$ cat config.mk
export PLATFORM = sky130hd
export DESIGN_NAME = cfg_port_decoder
export DESIGN_NICKNAME = d
export VERILOG_FILES = /design/src/rtl/pio_cfg_pkg.sv /design/src/rtl/cfg_keylock.sv /design/src/rtl/cfg_regfile.sv /design/src/rtl/cfg_window_decode.sv /design/src/rtl/cfg_port_decoder.sv
export SDC_FILE = /design/constraint.sdc
export NUM_CORES = 1
export LEC_CHECK = 0
export BUFFER_PORTS_ARGS = -buffer_cell sky130_fd_sc_hd__buf_2
export CAP_MARGIN = 10
export CORE_MARGIN = 2
export CORE_UTILIZATION = 55
export DETAILED_ROUTE_END_ITERATION = 12
export PLACE_DENSITY = 0.76
export SLEW_MARGIN = 20
export SYNTH_ARGS = -nofsm -noshare
export SYNTH_HDL_FRONTEND = slang
export SYNTH_SLANG_ARGS = --single-unit
export TNS_END_PERCENT = 10
$ cat constraint.sdc
create_clock -name clk -period 1.9 [get_ports clk]
set_input_delay 0.19 -clock clk [delete_from_list [all_inputs] [get_ports clk]]
set_output_delay 0.19 -clock clk [all_outputs]
set_load 0.03 [all_outputs]
$ cat src/rtl/pio_cfg_pkg.sv
package pio_cfg_pkg;

    localparam int IO_ADDR_W  = 16;
    localparam int DATA_W     = 8;
    localparam int IDX_W      = 4;
    localparam int NREG       = 1 << IDX_W;
    localparam int NUM_UART   = 2;
    localparam int SLOT_W     = 2;

    localparam int IDE_SPAN_LG  = 3;
    localparam int FDC_SPAN_LG  = 3;
    localparam int UART_SPAN_LG = 3;
    localparam int LPT_NARROW_LG = 2;
    localparam int LPT_WIDE_LG   = 3;

    localparam int IDX_ID  = 13;
    localparam int IDX_REV = 14;

    typedef logic [IO_ADDR_W-1:0] ioaddr_t;
    typedef logic [DATA_W-1:0]    byte_t;

    typedef enum logic {
        MODE_RUN = 1'b0,
        MODE_CFG = 1'b1
    } cfg_mode_e;

    typedef struct packed {
        logic                              ide_en;
        logic                              ide_alt;
        logic                              fdc_en;
        logic                              fdc_alt;
        logic [1:0]                        lpt_pick;
        logic [NUM_UART-1:0]               uart_en;
        logic [NUM_UART-1:0][SLOT_W-1:0]   uart_slot;
    } dec_cfg_t;

    typedef struct packed {
        logic [NUM_UART-1:0] uart;
        logic                lpt;
        logic                fdc;
        logic                ide;
    } sel_t;

    function automatic byte_t reg_reset(int unsigned idx);
        case (idx)
            0:       return 8'h11;
            1:       return 8'h01;
            2:       return 8'h54;
            default: return 8'h00;
        endcase
    endfunction

    function automatic logic is_read_only(int unsigned idx);
        return (idx == IDX_ID) || (idx == IDX_REV);
    endfunction

    function automatic ioaddr_t com_base(logic [SLOT_W-1:0] slot);
        case (slot)
            2'd0:    return 16'h03F8;
            2'd1:    return 16'h02F8;
            2'd2:    return 16'h0338;
            default: return 16'h0238;
        endcase
    endfunction

    function automatic logic in_win(ioaddr_t a, ioaddr_t base, int unsigned lg);
        return (a >> lg) == (base >> lg);
    endfunction

endpackage

$ cat src/rtl/cfg_keylock.sv
module cfg_keylock
    import pio_cfg_pkg::*;
#(
    parameter byte_t   KEY_ENTER  = 8'h55,
    parameter byte_t   KEY_EXIT   = 8'hAA,
    parameter ioaddr_t INDEX_PORT = 16'h03F0
) (
    input  logic             clk,
    input  logic             rst,
    input  logic             acc_wr,
    input  ioaddr_t          acc_addr,
    input  byte_t            acc_wdata,
    output cfg_mode_e        mode,
    output logic [IDX_W-1:0] index
);

    logic idx_wr;
    assign idx_wr = acc_wr && (acc_addr == INDEX_PORT);

    always_ff @(posedge clk) begin
        if (rst) begin
            mode  <= MODE_RUN;
            index <= '0;
        end else if (idx_wr) begin
            case (mode)
                MODE_RUN: begin
                    if (acc_wdata == KEY_ENTER) begin
                        mode  <= MODE_CFG;
                        index <= '0;
                    end
                end
                default: begin
                    if (acc_wdata == KEY_EXIT) mode <= MODE_RUN;
                    else                       index <= acc_wdata[IDX_W-1:0];
                end
            endcase
        end
    end

    assert_enter_R2: assert property (@(posedge clk) disable iff (rst)
        (mode == MODE_RUN && idx_wr && acc_wdata == KEY_ENTER) |=> (mode == MODE_CFG && index == '0));

    assert_exit_R3: assert property (@(posedge clk) disable iff (rst)
        (mode == MODE_CFG && idx_wr && acc_wdata == KEY_EXIT) |=> (mode == MODE_RUN));

    assert_mode_hold_R2: assert property (@(posedge clk) disable iff (rst)
        (!idx_wr) |=> $stable(mode));

endmodule

$ cat src/rtl/cfg_regfile.sv
module cfg_regfile
    import pio_cfg_pkg::*;
#(
    parameter byte_t   ID_VALUE  = 8'h65,
    parameter byte_t   REV_VALUE = 8'h01,
    parameter ioaddr_t DATA_PORT = 16'h03F1
) (
    input  logic             clk,
    input  logic             rst,
    input  cfg_mode_e        mode,
    input  logic [IDX_W-1:0] index,
    input  logic             acc_wr,
    input  ioaddr_t          acc_addr,
    input  byte_t            acc_wdata,
    output byte_t            rd_data,
    output dec_cfg_t         dcfg
);

    byte_t reg_view [NREG];
    logic  data_hit;
    logic  data_wr;

    assign data_hit = (mode == MODE_CFG) && (acc_addr == DATA_PORT);
    assign data_wr  = data_hit && acc_wr;

    for (genvar i = 0; i < NREG; i++) begin : g_reg
        if (is_read_only(i)) begin : g_ro
            assign reg_view[i] = (i == IDX_ID) ? ID_VALUE : REV_VALUE;
        end else begin : g_rw
            byte_t q;
            always_ff @(posedge clk) begin
                if (rst)                                  q <= reg_reset(i);
                else if (data_wr && index == IDX_W'(i))   q <= acc_wdata;
            end
            assign reg_view[i] = q;
        end
    end

    assign rd_data = data_hit ? reg_view[index] : 8'hFF;

    always_comb begin
        dcfg              = '0;
        dcfg.ide_en       = reg_view[0][0];
        dcfg.fdc_en       = reg_view[0][4];
        dcfg.fdc_alt      = reg_view[5][0];
        dcfg.ide_alt      = reg_view[5][1];
        dcfg.lpt_pick     = reg_view[1][1:0];
        dcfg.uart_slot[0] = reg_view[2][1:0];
        dcfg.uart_en[0]   = reg_view[2][2];
        dcfg.uart_slot[1] = reg_view[2][5:4];
        dcfg.uart_en[1]   = reg_view[2][6];
    end

    assert_locked_R5: assert property (@(posedge clk) disable iff (rst)
        (mode == MODE_RUN) |=> $stable(dcfg));

    assert_id_fixed_R6: assert property (@(posedge clk) disable iff (rst)
        (data_hit && index == IDX_W'(IDX_ID)) |-> (rd_data == ID_VALUE));

endmodule

$ cat src/rtl/cfg_window_decode.sv
module cfg_window_decode
    import pio_cfg_pkg::*;
#(
    parameter ioaddr_t INDEX_PORT = 16'h03F0,
    parameter ioaddr_t DATA_PORT  = 16'h03F1,
    parameter ioaddr_t IDE_PRI    = 16'h01F0,
    parameter ioaddr_t IDE_SEC    = 16'h0170,
    parameter ioaddr_t FDC_PRI    = 16'h03F0,
    parameter ioaddr_t FDC_SEC    = 16'h0370
) (
    input  logic      clk,
    input  logic      rst,
    input  cfg_mode_e mode,
    input  dec_cfg_t  dcfg,
    input  logic      acc_rd,
    input  logic      acc_wr,
    input  ioaddr_t   acc_addr,
    output sel_t      sel
);

    logic access;
    logic claimed;
    sel_t hit;

    assign access  = acc_rd || acc_wr;
    assign claimed = (mode == MODE_CFG) &&
                     ((acc_addr == INDEX_PORT) || (acc_addr == DATA_PORT));

    always_comb begin
        hit.ide = access && dcfg.ide_en &&
                  in_win(acc_addr, dcfg.ide_alt ? IDE_SEC : IDE_PRI, IDE_SPAN_LG);
        hit.fdc = access && dcfg.fdc_en && !claimed &&
                  in_win(acc_addr, dcfg.fdc_alt ? FDC_SEC : FDC_PRI, FDC_SPAN_LG);
        case (dcfg.lpt_pick)
            2'd1:    hit.lpt = access && in_win(acc_addr, 16'h03BC, LPT_NARROW_LG);
            2'd2:    hit.lpt = access && in_win(acc_addr, 16'h0378, LPT_WIDE_LG);
            2'd3:    hit.lpt = access && in_win(acc_addr, 16'h0278, LPT_WIDE_LG);
            default: hit.lpt = 1'b0;
        endcase
    end

    for (genvar u = 0; u < NUM_UART; u++) begin : g_uart
        assign hit.uart[u] = access && dcfg.uart_en[u] &&
                             in_win(acc_addr, com_base(dcfg.uart_slot[u]), UART_SPAN_LG);
    end

    always_ff @(posedge clk) begin
        if (rst) sel <= '0;
        else     sel <= hit;
    end

    assert_idle_R11: assert property (@(posedge clk) disable iff (rst)
        (!access) |=> (sel == '0));

    assert_claim_R8: assert property (@(posedge clk) disable iff (rst)
        (mode == MODE_CFG && (acc_addr == INDEX_PORT || acc_addr == DATA_PORT)) |=> !sel.fdc);

    assert_lpt_off_R9: assert property (@(posedge clk) disable iff (rst)
        (dcfg.lpt_pick == 2'd0) |=> !sel.lpt);

endmodule

$ cat src/rtl/cfg_port_decoder.sv
module cfg_port_decoder
    import pio_cfg_pkg::*;
#(
    parameter byte_t   KEY_ENTER  = 8'h55,
    parameter byte_t   KEY_EXIT   = 8'hAA,
    parameter ioaddr_t INDEX_PORT = 16'h03F0,
    parameter ioaddr_t DATA_PORT  = 16'h03F1,
    parameter byte_t   ID_VALUE   = 8'h65,
    parameter byte_t   REV_VALUE  = 8'h01
) (
    input  logic                 clk,
    input  logic                 rst,
    input  logic [15:0]          io_addr,
    input  logic                 io_rd,
    input  logic                 io_wr,
    input  logic [7:0]           io_wdata,
    output logic [7:0]           io_rdata,
    output logic                 cfg_active,
    output logic                 sel_ide,
    output logic                 sel_fdc,
    output logic                 sel_lpt,
    output logic [1:0]           sel_uart
);

    cfg_mode_e        mode;
    logic [IDX_W-1:0] index;
    dec_cfg_t         dcfg;
    sel_t             sel;

    cfg_keylock #(
        .KEY_ENTER (KEY_ENTER),
        .KEY_EXIT  (KEY_EXIT),
        .INDEX_PORT(INDEX_PORT)
    ) u_lock (
        .clk      (clk),
        .rst      (rst),
        .acc_wr   (io_wr),
        .acc_addr (io_addr),
        .acc_wdata(io_wdata),
        .mode     (mode),
        .index    (index)
    );

    cfg_regfile #(
        .ID_VALUE (ID_VALUE),
        .REV_VALUE(REV_VALUE),
        .DATA_PORT(DATA_PORT)
    ) u_regs (
        .clk      (clk),
        .rst      (rst),
        .mode     (mode),
        .index    (index),
        .acc_wr   (io_wr),
        .acc_addr (io_addr),
        .acc_wdata(io_wdata),
        .rd_data  (io_rdata),
        .dcfg     (dcfg)
    );

    cfg_window_decode #(
        .INDEX_PORT(INDEX_PORT),
        .DATA_PORT (DATA_PORT)
    ) u_dec (
        .clk     (clk),
        .rst     (rst),
        .mode    (mode),
        .dcfg    (dcfg),
        .acc_rd  (io_rd),
        .acc_wr  (io_wr),
        .acc_addr(io_addr),
        .sel     (sel)
    );

    assign cfg_active = (mode == MODE_CFG);
    assign sel_ide    = sel.ide;
    assign sel_fdc    = sel.fdc;
    assign sel_lpt    = sel.lpt;
    assign sel_uart   = sel.uart;

endmodule

==> results.txt, run 1 <==
----------------------------------------------------
[Die]
  Die H ... between 100 and 150 um
  Number of placed I/O pins ... 42
  Core Region ... 10900 um^2
  Core Rows ... 38
  Width of the die ... roughly 110 um
  Die Area ... about 12000 um^2
  Effective utilization at floorplan ... 0.571

[Global route]
  Global routing usage summed across all routing layers ... 0.340
  Antenna violations before repair ... 0
  Pin count of the biggest net entering global routing ... 122
  First-pass GRT wire length ... between 30000 and 40000 um
  Number of global-route vias before repair ... 5847
  Gr ovfl total ... 0

[Logic synthesis]
  Ranking of synthesized cells by area ... sky130_fd_sc_hd__dfxtp_1, sky130_fd_sc_hd__a21oi_1, sky130_fd_sc_hd__nand3_1
  Cell type with the highest aggregate area in the netlist ... sky130_fd_sc_hd__dfxtp_1
  Netlist cell types ... 50
  Summed instance area of the synthesized netlist ... roughly 6200 um^2
  Async SR Flop Fraction ... 0
  Top cell type's share of synthesized area ... 0.391
  Net Count, Synth ... about 730
  Ranking of synthesized cells by instance count ... sky130_fd_sc_hd__dfxtp_1, sky130_fd_sc_hd__a21oi_1, sky130_fd_sc_hd__nand3_1
  Mux contribution to synthesized area ... 0.128
  Warnings, synthesis ... 0
  Most repeated cell in the gate-level netlist after synthesis ... sky130_fd_sc_hd__dfxtp_1
  Area share of xor/xnor cells in the synthesized design ... 0.00561
  Number of enable flip-flop cells after synthesis ... 0
  Dominant synthesized flop cell ... sky130_fd_sc_hd__dfxtp_1
  Simple-gate share of the synthesized area ... 0.199
  Instance count of the mapped netlist ... around 700
  Register bit total from synthesis ... 122
  Sequential-to-total area share from yosys stat ... 0.391
  Main combinational cell family by area after synthesis ... compound AO/OA/AOI/OAI gates
  Compound-gate portion of the synthesized area ... 0.207
  Adder-cell share of the synthesized area ... 0
  Synthesized area per cell ... between 8 and 9 um^2

[Critical path]
  Longest individual stage delay on the worst path ... slightly above 500 ps
  Critical path's slowest cell ... sky130_fd_sc_hd__mux4_2
  CP Buf/Inv Count ... 2
  Category of the worst setup path launch point ... register
  Critical Path Sink Type ... output pin
  Beginning of the worst register-to-register path ... u_lock.index[1]
  Signal arrival time at the worst endpoint ... roughly 2400 ps
  Critical path class ... reg -> out
  Crit path required time ... between 1500 and 2000 ps
  Launch point of the worst path ... u_lock.index[0]
  Top fanout value on the critical path ... 6
  Crit path max-delay family ... multiplexers
  Cell Chain, Critical Path ... buf_6, mux4_2, mux4_2, or2_4, buf_6

[STA]
  Maximum operating frequency ... between 300 and 400 MHz
  Relative max-transition margin ... 0.631
  # setup viols final ... 10
  Final hold slack ... roughly 65 ps
  Slack of the critical path ... -681 ps
  Slew at the pin closest to its max-slew limit ... about 550 ps
  RSZ-0062 raised after global routing ... yes
  Count of final hold-check violations ... 0
  Post-route fraction of the period consumed by the critical path ... 1.36
  Final count of pins violating max slew ... 0
  Skew final ... 5.31 ps
  Final period demand of the worst path ... 2580 ps

[Routing]
  Routed vias ... around 6200
  Routed wire length ... 20600 um
  Number of remaining DRC errors ... 0
  Number of violations reported at the end of detailed-routing iteration 0 ... 925
  Via density ... between 6 and 7
  Detailed-routed wire length on met2 ... 9150 um
  Amount of wire on met3 after detailed routing ... ~2600 um
  Met1 wire length ... ~7700 um
  Detailed-router iteration count before antenna repair ... 6
  Average routed wire per standard cell ... 23.3 um
  Post-DRT Antenna Nets ... 0
  DR top layer ... met4

[Layout]
  Synth-to-layout area growth ... 17.6%
  Fin util ... 0.671
  Post-route cell area ... about 7300 um^2
  # diodes ... 0
  Number of nets at the end of the flow ... roughly 760
  Storage element area ... around 2400 um^2
  Non-filler instance count after layout ... approximately 900
  Fraction of layout cells with a size suffix above 1 ... 0.233
  Final-layout fill cell count ... 840
  Area taken by multi-input logic gates ... between 3000 and 4000 um^2

[Power and ir drop]
  Overall power after layout ... just under 6 mW
  Static Leakage ... 2.43 nW
  Max rail drop VDD ... roughly 0.74 mV
  Power Density ... just under 800 nW/um^2

[CTS]
  Clock latency reported for the late side of the worst-skew pair ... roughly 410 ps
  Maximum level of the CTS H-tree ... 4
  TritonCTS clock tree ... done
  Cts bufs inserted ... 17
  Max clock buf depth ... 2
  Number of clock sinks ... approximately 120
  Clock transition at the registers of the reported paths ... approximately 50 ps
  Library cell used as clock root buffer ... sky130_fd_sc_hd__clkbuf_16

[Place]
  Detailed placement HPWL ... ~14000 um
  Placed Instance Area ... approximately 6700 um^2
  # port buffers ... between 40 and 50
  Cell count after placement ... between 800 and 900
  Placer's final routability congestion estimate ... roughly 1

[Job]
  Max Cap Violations ... 0

[Worst hold path]
  Type of the most critical hold path ... in -> reg
  Worst Min Path Start ... io_addr[3]

[Run status]
  Violations in the final reports ... negative setup slack
  Outcome ... finished with violations

----------------------------------------------------
## registers in the layout (all words and copies together) (netlist names)
signal	flops
u_dec.sel	5
u_lock.index	4
u_lock.mode	1
u_regs.g.g_rw.q	112
## cells by family (layout without fill, tap and decap cells)
logic type	count (synthesis)	after routing
xor gates and xnor gates	4	4
and+or+nand+nor	208	208
buffers and inverters	86	131
AOI/OAI and AO/OA	241	241
DFF	122	122
muxes	36	36
## final cells by class
cell class                 instances  area share
multi-input combinational        489       0.460
sequential                       122       0.333
timing repair buffer              98       0.108
clock buffer                      28      0.0690
tap                              140      0.0239
clock inverter                     2     0.00477
inverter                           3     0.00153
## layout by cell type (no fill, tap or decap), types with 4 or more instances in the layout
| master | netlist | layout |
|---|---|---|
| sky130_fd_sc_hd__buf_12 | 0 | 6 |
| sky130_fd_sc_hd__clkbuf_8 | 0 | 4 |
| sky130_fd_sc_hd__buf_2 | 15 | 32 |
| sky130_fd_sc_hd__nand4_1 | 15 | 15 |
| sky130_fd_sc_hd__nand3_1 | 110 | 110 |
| sky130_fd_sc_hd__clkbuf_1 | 39 | 7 |
| sky130_fd_sc_hd__nand3b_1 | 7 | 7 |
| sky130_fd_sc_hd__and4_1 | 15 | 13 |
| sky130_fd_sc_hd__a211o_1 | 5 | 5 |
| sky130_fd_sc_hd__a21oi_1 | 111 | 111 |
| sky130_fd_sc_hd__or2_4 | 0 | 8 |
| sky130_fd_sc_hd__nand2b_1 | 11 | 11 |
| sky130_fd_sc_hd__clkbuf_16 | 0 | 17 |
| sky130_fd_sc_hd__buf_4 | 13 | 46 |
| sky130_fd_sc_hd__o21ai_0 | 104 | 97 |
| sky130_fd_sc_hd__nor2_1 | 10 | 9 |
| sky130_fd_sc_hd__buf_6 | 2 | 11 |
| sky130_fd_sc_hd__mux4_2 | 22 | 32 |
| sky130_fd_sc_hd__nor4bb_1 | 4 | 4 |
| sky130_fd_sc_hd__nor2b_1 | 5 | 4 |
| sky130_fd_sc_hd__mux2i_1 | 4 | 4 |
| sky130_fd_sc_hd__a22o_1 | 4 | 4 |
| sky130_fd_sc_hd__a21boi_0 | 5 | 5 |
| sky130_fd_sc_hd__dfxtp_1 | 122 | 120 |
| sky130_fd_sc_hd__o21ai_1 | 5 | 12 |
## path summary, 6_finish.rpt
kind,depth (start not counted),to,slack [ps]
setup / recovery,5,io_rdata[7],-680
hold reg to reg,2,u_regs.g_reg[15].g_rw.q[0],480
setup reg to reg,5,u_regs.g_reg[1].g_rw.q[4],-20
hold / removal,3,u_dec.sel[1],60
## what timing repair did
action / in CTS / in global routing
buffers inserted: 1 / 1
resized for setup: 27 / 10
endpoints found under the setup margin: 38 / 91
hold buffers: 1 / 0
pin swaps: 7 / 2
hold endpoints to repair: 1 / 0
## metrics by stage
step / setup slack (ps) / setup TNS (ps)
final: -681 / -5270
after global routing: -720 / -5820
after CTS: -675 / -5240
after detailed placement: -333 / -3120
after global placement: -261 / -2010
after floorplan: -84.0 / -651
## where the power goes
part,switching [mW],total (mW),internal [mW]
combinational,0.168,0.240,0.0722
sequential,0.00000116,2.56,2.56
clock,1.08,3.00,1.92
## worst register-to-register path: cells and delay by family (launching register included)
kind | cells | cell delay [ps]
simple gates | 2 | 780
buf+inv | 1 | 180
flops | 1 | 370
compound gates | 2 | 460
## metal layers
layer | up-vias | track usage
met5 | - | 0
met4 | 0 | 0.165
met1 | 2917 | 0.453
met3 | 115 | 0.101
li1 | 2680 | -
met2 | 443 | 0.508
Note: power is estimated with default switching activity, not from simulation.
==> run 2: changes to the inputs <==
SKIP_CTS_REPAIR_TIMING = 1   (was not set)
==> run 2 against run 1 <==
The flow still finishes with violations (negative setup slack). Setup slack lost 14 ps. Clock skew about the same. Hold slack worse by 4.5 ps. First-iteration DRC count unchanged. Critical path depth is the same.
==> results.txt, run 2 (synthesized netlist as in run 1, its figures left out) <==
----------------------------------------------------
[CTS]
  Clock transition at the registers of the reported paths ... 50 ps (about the same)
  Library cell used as clock root buffer ... sky130_fd_sc_hd__clkbuf_16
  Maximum level of the CTS H-tree ... 4 (unchanged)
  Cts bufs inserted ... 17 (unchanged)
  Max clock buf depth ... 2 (unchanged)
  TritonCTS clock tree ... done
  Number of clock sinks ... 122 (unchanged)
  Clock latency reported for the late side of the worst-skew pair ... 420 ps (about the same)

[STA]
  Final hold slack ... 60.1 ps (-4.49 ps)
  Relative max-transition margin ... 0.626 (-0.00531)
  # setup viols final ... 19 (+9)
  Final period demand of the worst path ... 2590 ps (+13.5 ps)
  Final count of pins violating max slew ... 0 (unchanged)
  Final TNS setup ... -5860 ps (-591 ps)
  Skew final ... 5.23 ps (-0.0747 ps)
  Slack of the critical path ... -694 ps (-13.5 ps)
  Slew at the pin closest to its max-slew limit ... 561 ps (+7.96 ps)
  Post-route fraction of the period consumed by the critical path ... 1.37 (+0.00711)
  RSZ-0062 raised after global routing ... yes
  Maximum operating frequency ... 385 MHz (-0.52%)
  Count of final hold-check violations ... 0 (unchanged)

[Power and ir drop]
  Sequential power share ... 0.441 (about the same)
  Overall power after layout ... 5.81 mW (+0.16%)
  Internal power consumption ... 4.55 mW (about the same)
  Switching power ... 1.26 mW (+0.77%)
  Portion of total power attributed to the clock network ... 0.518 (about the same)
  Portion of total power attributed to combinational logic ... 0.041 (about the same)
  Power Density ... 790 nW/um^2 (about the same)
  Switch share ... 0.216 (+0.00131)
  Static Leakage ... 2.44 nW (+0.26%)
  Max rail drop VDD ... 0.741 mV (-0.51%)

[Critical path]
  Top fanout value on the critical path ... 6 (unchanged)
  Signal arrival time at the worst endpoint ... 2400 ps (about the same)
  Critical path class ... reg -> out
  Critical Path Sink Type ... output pin
  Longest individual stage delay on the worst path ... 520 ps (about the same)
  Critical path's slowest cell ... sky130_fd_sc_hd__mux4_2
  CP Buf/Inv Count ... 2 (unchanged)
  Crit path max-delay family ... multiplexers
  Category of the worst setup path launch point ... register
  Cell Chain, Critical Path ... buf_6, mux4_2, mux4_2, or2_4, buf_6
  Crit path required time ... 1710 ps (about the same)

[Routing]
  Average routed wire per standard cell ... 23.3 um (about the same)
  Routed vias ... 6200 (+0.73%)
  Routed wire length ... 20600 um (about the same)
  Detailed-router iteration count before antenna repair ... 6 (unchanged)
  Number of remaining DRC errors ... 0 (unchanged)
  Number of violations reported at the end of detailed-routing iteration 0 ... 925 (unchanged)
  Via density ... 7.02 (+0.62%)
  Post-DRT Antenna Nets ... 0 (unchanged)

[Layout]
  Final-layout fill cell count ... 835 (-0.60%)
  Registers with the most flip-flops ... u_regs.g.g_rw.q (112), u_dec.sel (5), u_lock.index (4)
  Number of flip-flops under the largest register name ... 112 (unchanged)
  Fin util ... 0.672 (+0.000916)
  Synth-to-layout area growth ... 17.8%
  # diodes ... 0 (unchanged)
  Commonest cells after routing, fill and taps aside ... sky130_fd_sc_hd__dfxtp_1, sky130_fd_sc_hd__a21oi_1, sky130_fd_sc_hd__nand3_1, sky130_fd_sc_hd__o21ai_0, sky130_fd_sc_hd__buf_4
  Number of nets at the end of the flow ... 760 (+0.13%)
  Fraction of layout cells with a size suffix above 1 ... 0.234 (+0.00103)
  Most flops, register ... u_regs.g.g_rw.q
  Leading cell type in the layout, fill and taps excluded ... sky130_fd_sc_hd__dfxtp_1

[Global route]
  Antenna violations before repair ... 0 (unchanged)
  Number of global-route vias before repair ... 5853 (+0.10%)
  Pin count of the biggest net entering global routing ... 122 (unchanged)
  First-pass GRT wire length ... 32300 um (-0.68%)
  Gr ovfl total ... 0 (unchanged)
  Global routing usage summed across all routing layers ... 0.339 (-0.00141)

[Place]
  Placer's final routability congestion estimate ... 1.01 (unchanged)
  Setup Slack @ Placement ... -333 ps (unchanged)
  Detailed placement HPWL ... 13700 um (unchanged)
  # port buffers ... 41 (unchanged)

[Die]
  Core Rows ... 38 (unchanged)
  Effective utilization at floorplan ... 0.571 (unchanged)
  Core Region ... 10900 um^2 (unchanged)
  Die Area ... 12200 um^2 (unchanged)
  Width of the die ... 111 um (unchanged)
  Number of placed I/O pins ... 42 (unchanged)
  Die H ... 111 um (unchanged)

[Run status]
  Violations in the final reports ... negative setup slack
  Outcome ... finished with violations

[Worst hold path]
  Type of the most critical hold path ... in -> reg

[Job]
  Max Cap Violations ... 0 (unchanged)

----------------------------------------------------
-- run 2: path summary, 6_finish.rpt --
path / end / cells after the start / from / slack (ps)
min reg2reg: u_dec.sel[1] / 2 / u_regs.g_reg[0].g_rw.q[4] / 480
max: io_rdata[7] / 5 / u_lock.index[0] / -690
max reg2reg: u_regs.g_reg[0].g_rw.q[1] / 6 / u_lock.index[0] / -90
min: u_dec.sel[1] / 3 / io_addr[3] / 60
-- run 2: tightest hold or removal path: stages --
cell and delay [ps]:
sky130_fd_sc_hd__buf_2 120, sky130_fd_sc_hd__inv_1 50, sky130_fd_sc_hd__a311oi_1 70
-- run 2: area by class of cell --
cell class | instances | area [um^2] | share of cell area
multi-input cells | 489 | 3370 | 0.459
flip-flops and latches | 122 | 2450 | 0.333
repair buffers | 99 | 801 | 0.109
clock buffers | 28 | 507 | 0.0689
well taps | 140 | 175 | 0.0238
clock inverters | 2 | 35.0 | 0.00477
inverters | 3 | 11.3 | 0.00153
-- run 2: layer usage --
metal / routed length (um) / GRT usage / vias up
met5: 0 / 0 / -
met4: 1110 / 0.172 / 0
met3: 2650 / 0.114 / 105
met2: 9180 / 0.501 / 464
met1: 7650 / 0.443 / 2946
li1: - / - / 2685
-- run 2: stage by stage --
stage	std cells	instance area [um^2]
final	883	7350
after global placement	849	6680
after detailed placement	849	6680
after floorplan	697	6250
after global routing	883	7350
after CTS	879	7220
-- run 2: power groups by stage --
stage	combinational (mW)	sequential (mW)	clock [mW]
after CTS	0.225	2.56	3.02
after floorplan	0.113	2.61	0
after detailed placement	0.223	2.61	0
final	0.240	2.56	3.01
after global routing	0.246	2.56	3.12
after global placement	0.220	2.61	0
==> run 3: changes to the inputs <==
CORE_ASPECT_RATIO = 1.5   (was not set)
CORE_MARGIN = 1.5   (was 2)
CORE_UTILIZATION = 40   (was 55)
PLACE_DENSITY = not set   (was 0.76)
==> run 3 against run 2 <==
The flow still finishes with violations (negative setup slack). Global-route usage down 8.1 points. Critical path depth unchanged. Register-to-register slack improved by 70 ps. Final cell count up 8.2%. Flip-flop and latch count unchanged. Combinational power is 5% lower. Highest routed layer unchanged.
==> results.txt, run 3 (synthesized netlist as in run 1, its figures left out) <==
----------------------------------------------------
[Critical path]
  Crit path max-delay family ... multiplexers
  CP Buf/Inv Count ... 2 (unchanged)
  Longest individual stage delay on the worst path ... 500 ps (-20 ps)
  R2R cell count ... 7 (+1)
  Worst reg-to-reg setup slack ... -20 ps (+70 ps)
  Category of the worst setup path launch point ... register
  Cell Chain, Critical Path ... clkbuf_16, mux4_2, mux4_2, or2_4, buf_6
  Top fanout value on the critical path ... 6 (unchanged)
  Signal arrival time at the worst endpoint ... 2440 ps (+40 ps)
  Most frequent CP cell ... sky130_fd_sc_hd__mux4_2
  Critical Path Sink Type ... output pin
  Worst flop-to-flop path endpoint ... u_regs.g_reg[0].g_rw.q[2]
  Beginning of the worst register-to-register path ... u_lock.index[0]
  Crit path required time ... 1710 ps (about the same)
  Critical path class ... reg -> out
  Critical path's slowest cell ... sky130_fd_sc_hd__mux4_2

[Global route]
  Gr ovfl total ... 0 (unchanged)
  First-pass GRT wire length ... 32600 um (+0.88%)
  Pin count of the biggest net entering global routing ... 122 (unchanged)
  Antenna violations before repair ... 0 (unchanged)
  Global routing usage summed across all routing layers ... 0.257 (-0.0814)
  Number of global-route vias before repair ... 5983 (+2.2%)

[Power and ir drop]
  Max rail drop VDD ... 0.472 mV (-36%)
  Static Leakage ... 2.52 nW (+3.4%)
  Power Density ... 810 nW/um^2 (+2.5%)

[Routing]
  Detailed-router iteration count before antenna repair ... 5 (-1)
  Routed wire length ... 21000 um (+1.8%)
  Post-DRT Antenna Nets ... 0 (unchanged)
  Number of violations reported at the end of detailed-routing iteration 0 ... 559 (-40%)
  Number of remaining DRC errors ... 0 (unchanged)
  Average routed wire per standard cell ... 21.9 um (-5.9%)
  Routed vias ... 6066 (-2.2%)
  Via density ... 6.35 (-9.5%)

[Die]
  Die Area ... 16400 um^2 (+34%)
  Number of placed I/O pins ... 42 (unchanged)
  Width of the die ... 105 um (-5.0%)
  Core Rows ... 55 (+45%)
  Core Region ... 15200 um^2 (+39%)
  Effective utilization at floorplan ... 0.410 (-0.160)
  Die H ... 156 um (+41%)

[Place]
  # port buffers ... 41 (unchanged)
  Cell count after placement ... 918 (+8.1%)
  Detailed placement HPWL ... 14200 um (+4.1%)
  Placer's final routability congestion estimate ... 0.919 (-8.7%)

[STA]
  # setup viols final ... 10 (-9)
  RSZ-0062 raised after global routing ... yes
  Slew at the pin closest to its max-slew limit ... 514 ps (-47.2 ps)
  Final count of pins violating max slew ... 0 (unchanged)
  Count of final hold-check violations ... 0 (unchanged)
  Skew final ... 6.97 ps (+1.74 ps)
  Final hold slack ... 44.6 ps (-15.4 ps)
  Final period demand of the worst path ... 2630 ps (+37.7 ps)
  Relative max-transition margin ... 0.653 (+0.0268)
  Slack of the critical path ... -732 ps (-37.7 ps)
  Maximum operating frequency ... 380 MHz (-1.4%)
  Post-route fraction of the period consumed by the critical path ... 1.39 (+0.0198)

[Layout]
  Fraction of layout cells with a size suffix above 1 ... 0.263 (+0.0290)
  # diodes ... 0 (unchanged)
  Number of flip-flops under the largest register name ... 112 (unchanged)
  Leading cell type in the layout, fill and taps excluded ... sky130_fd_sc_hd__dfxtp_1
  Synth-to-layout area growth ... 22.1%
  Most flops, register ... u_regs.g.g_rw.q
  Number of nets at the end of the flow ... 771 (+1.4%)
  Commonest cells after routing, fill and taps aside ... sky130_fd_sc_hd__dfxtp_1, sky130_fd_sc_hd__a21oi_1, sky130_fd_sc_hd__nand3_1, sky130_fd_sc_hd__o21ai_0, sky130_fd_sc_hd__buf_4
  Registers with the most flip-flops ... u_regs.g.g_rw.q (112), u_dec.sel (5), u_lock.index (4)
  Non-filler instance count after layout ... 955 (+8.2%)

[CTS]
  Library cell used as clock root buffer ... sky130_fd_sc_hd__clkbuf_16
  Number of clock sinks ... 122 (unchanged)
  Clock latency reported for the late side of the worst-skew pair ... 430 ps (about the same)
  Maximum level of the CTS H-tree ... 4 (unchanged)
  Clock transition at the registers of the reported paths ... 60 ps (about the same)
  Max clock buf depth ... 2 (unchanged)
  Cts bufs inserted ... 17 (unchanged)
  TritonCTS clock tree ... done

[Job]
  Max Cap Violations ... 0 (unchanged)

[Worst hold path]
  Type of the most critical hold path ... in -> reg
  Worst Min Path Start ... io_addr[3]
  Worst-case hold path end point ... u_dec.sel[1]
  Worst Hold Path Cells ... 3 (unchanged)

[Run status]
  Outcome ... finished with violations
  Violations in the final reports ... negative setup slack

----------------------------------------------------
[run 3: worst max-delay path by stage]
stage / cells past startpoint / endpoint / slack, ps / startpoint
final: 5 / io_rdata[3] / -730 / u_lock.index[0]
after global routing: 5 / io_rdata[6] / -750 / u_lock.index[0]
after CTS: 5 / io_rdata[2] / -800 / u_lock.index[0]
after detailed placement: 5 / io_rdata[1] / -350 / u_lock.index[0]
after global placement: 5 / io_rdata[2] / -300 / u_lock.index[0]
after floorplan: 5 / io_rdata[0] / -80 / u_lock.index[0]
[run 3: routing by layer]
| layer | vias to the layer above | global-route usage | part of all wire |
|---|---|---|---|
| li1 | 2713 | - | - |
| met4 | 0 | 0.127 | 0.040 |
| met5 | - | 0 | 0 |
| met2 | 293 | 0.446 | 0.51 |
| met1 | 2995 | 0.300 | 0.39 |
| met3 | 65 | 0.0547 | 0.068 |
[run 3: cell type report]
cell class	instances	area (um^2)
fill	1389	7590
multi-input combinational	489	3380
sequential	122	2450
timing repair buffer	110	917
clock buffer	20	457
tap	199	249
clock inverter	12	165
inverter	3	11.3
[run 3: report_power, final]
part           switching (mW)  internal [mW]  leakage (nW)
Sequential         0.00000143           2.56         0.984
Clock                    1.24           2.14         0.293
Combinational           0.159         0.0698          1.24
Total                    1.40           4.77          2.52
[run 3: worst min-delay path: stages]
cell and delay, ps:
sky130_fd_sc_hd__buf_2 120, sky130_fd_sc_hd__inv_1 50, sky130_fd_sc_hd__a311oi_1 60
[run 3: metrics by stage]
stage / setup TNS [ps] / worst slack (ps) / cell area [um^2] / utilization / power [mW]
after floorplan: -651 / -84.0 / 6250 / - / 2.73
after global placement: -2410 / -304 / 6850 / 0.451 / 2.83
after detailed placement: -3240 / -350 / 6850 / 0.451 / 2.83
after CTS: -7380 / -799 / 7480 / 0.492 / 6.19
after global routing: -7340 / -752 / 7620 / 0.501 / 6.32
final: -5700 / -732 / 7620 / 0.501 / 6.17
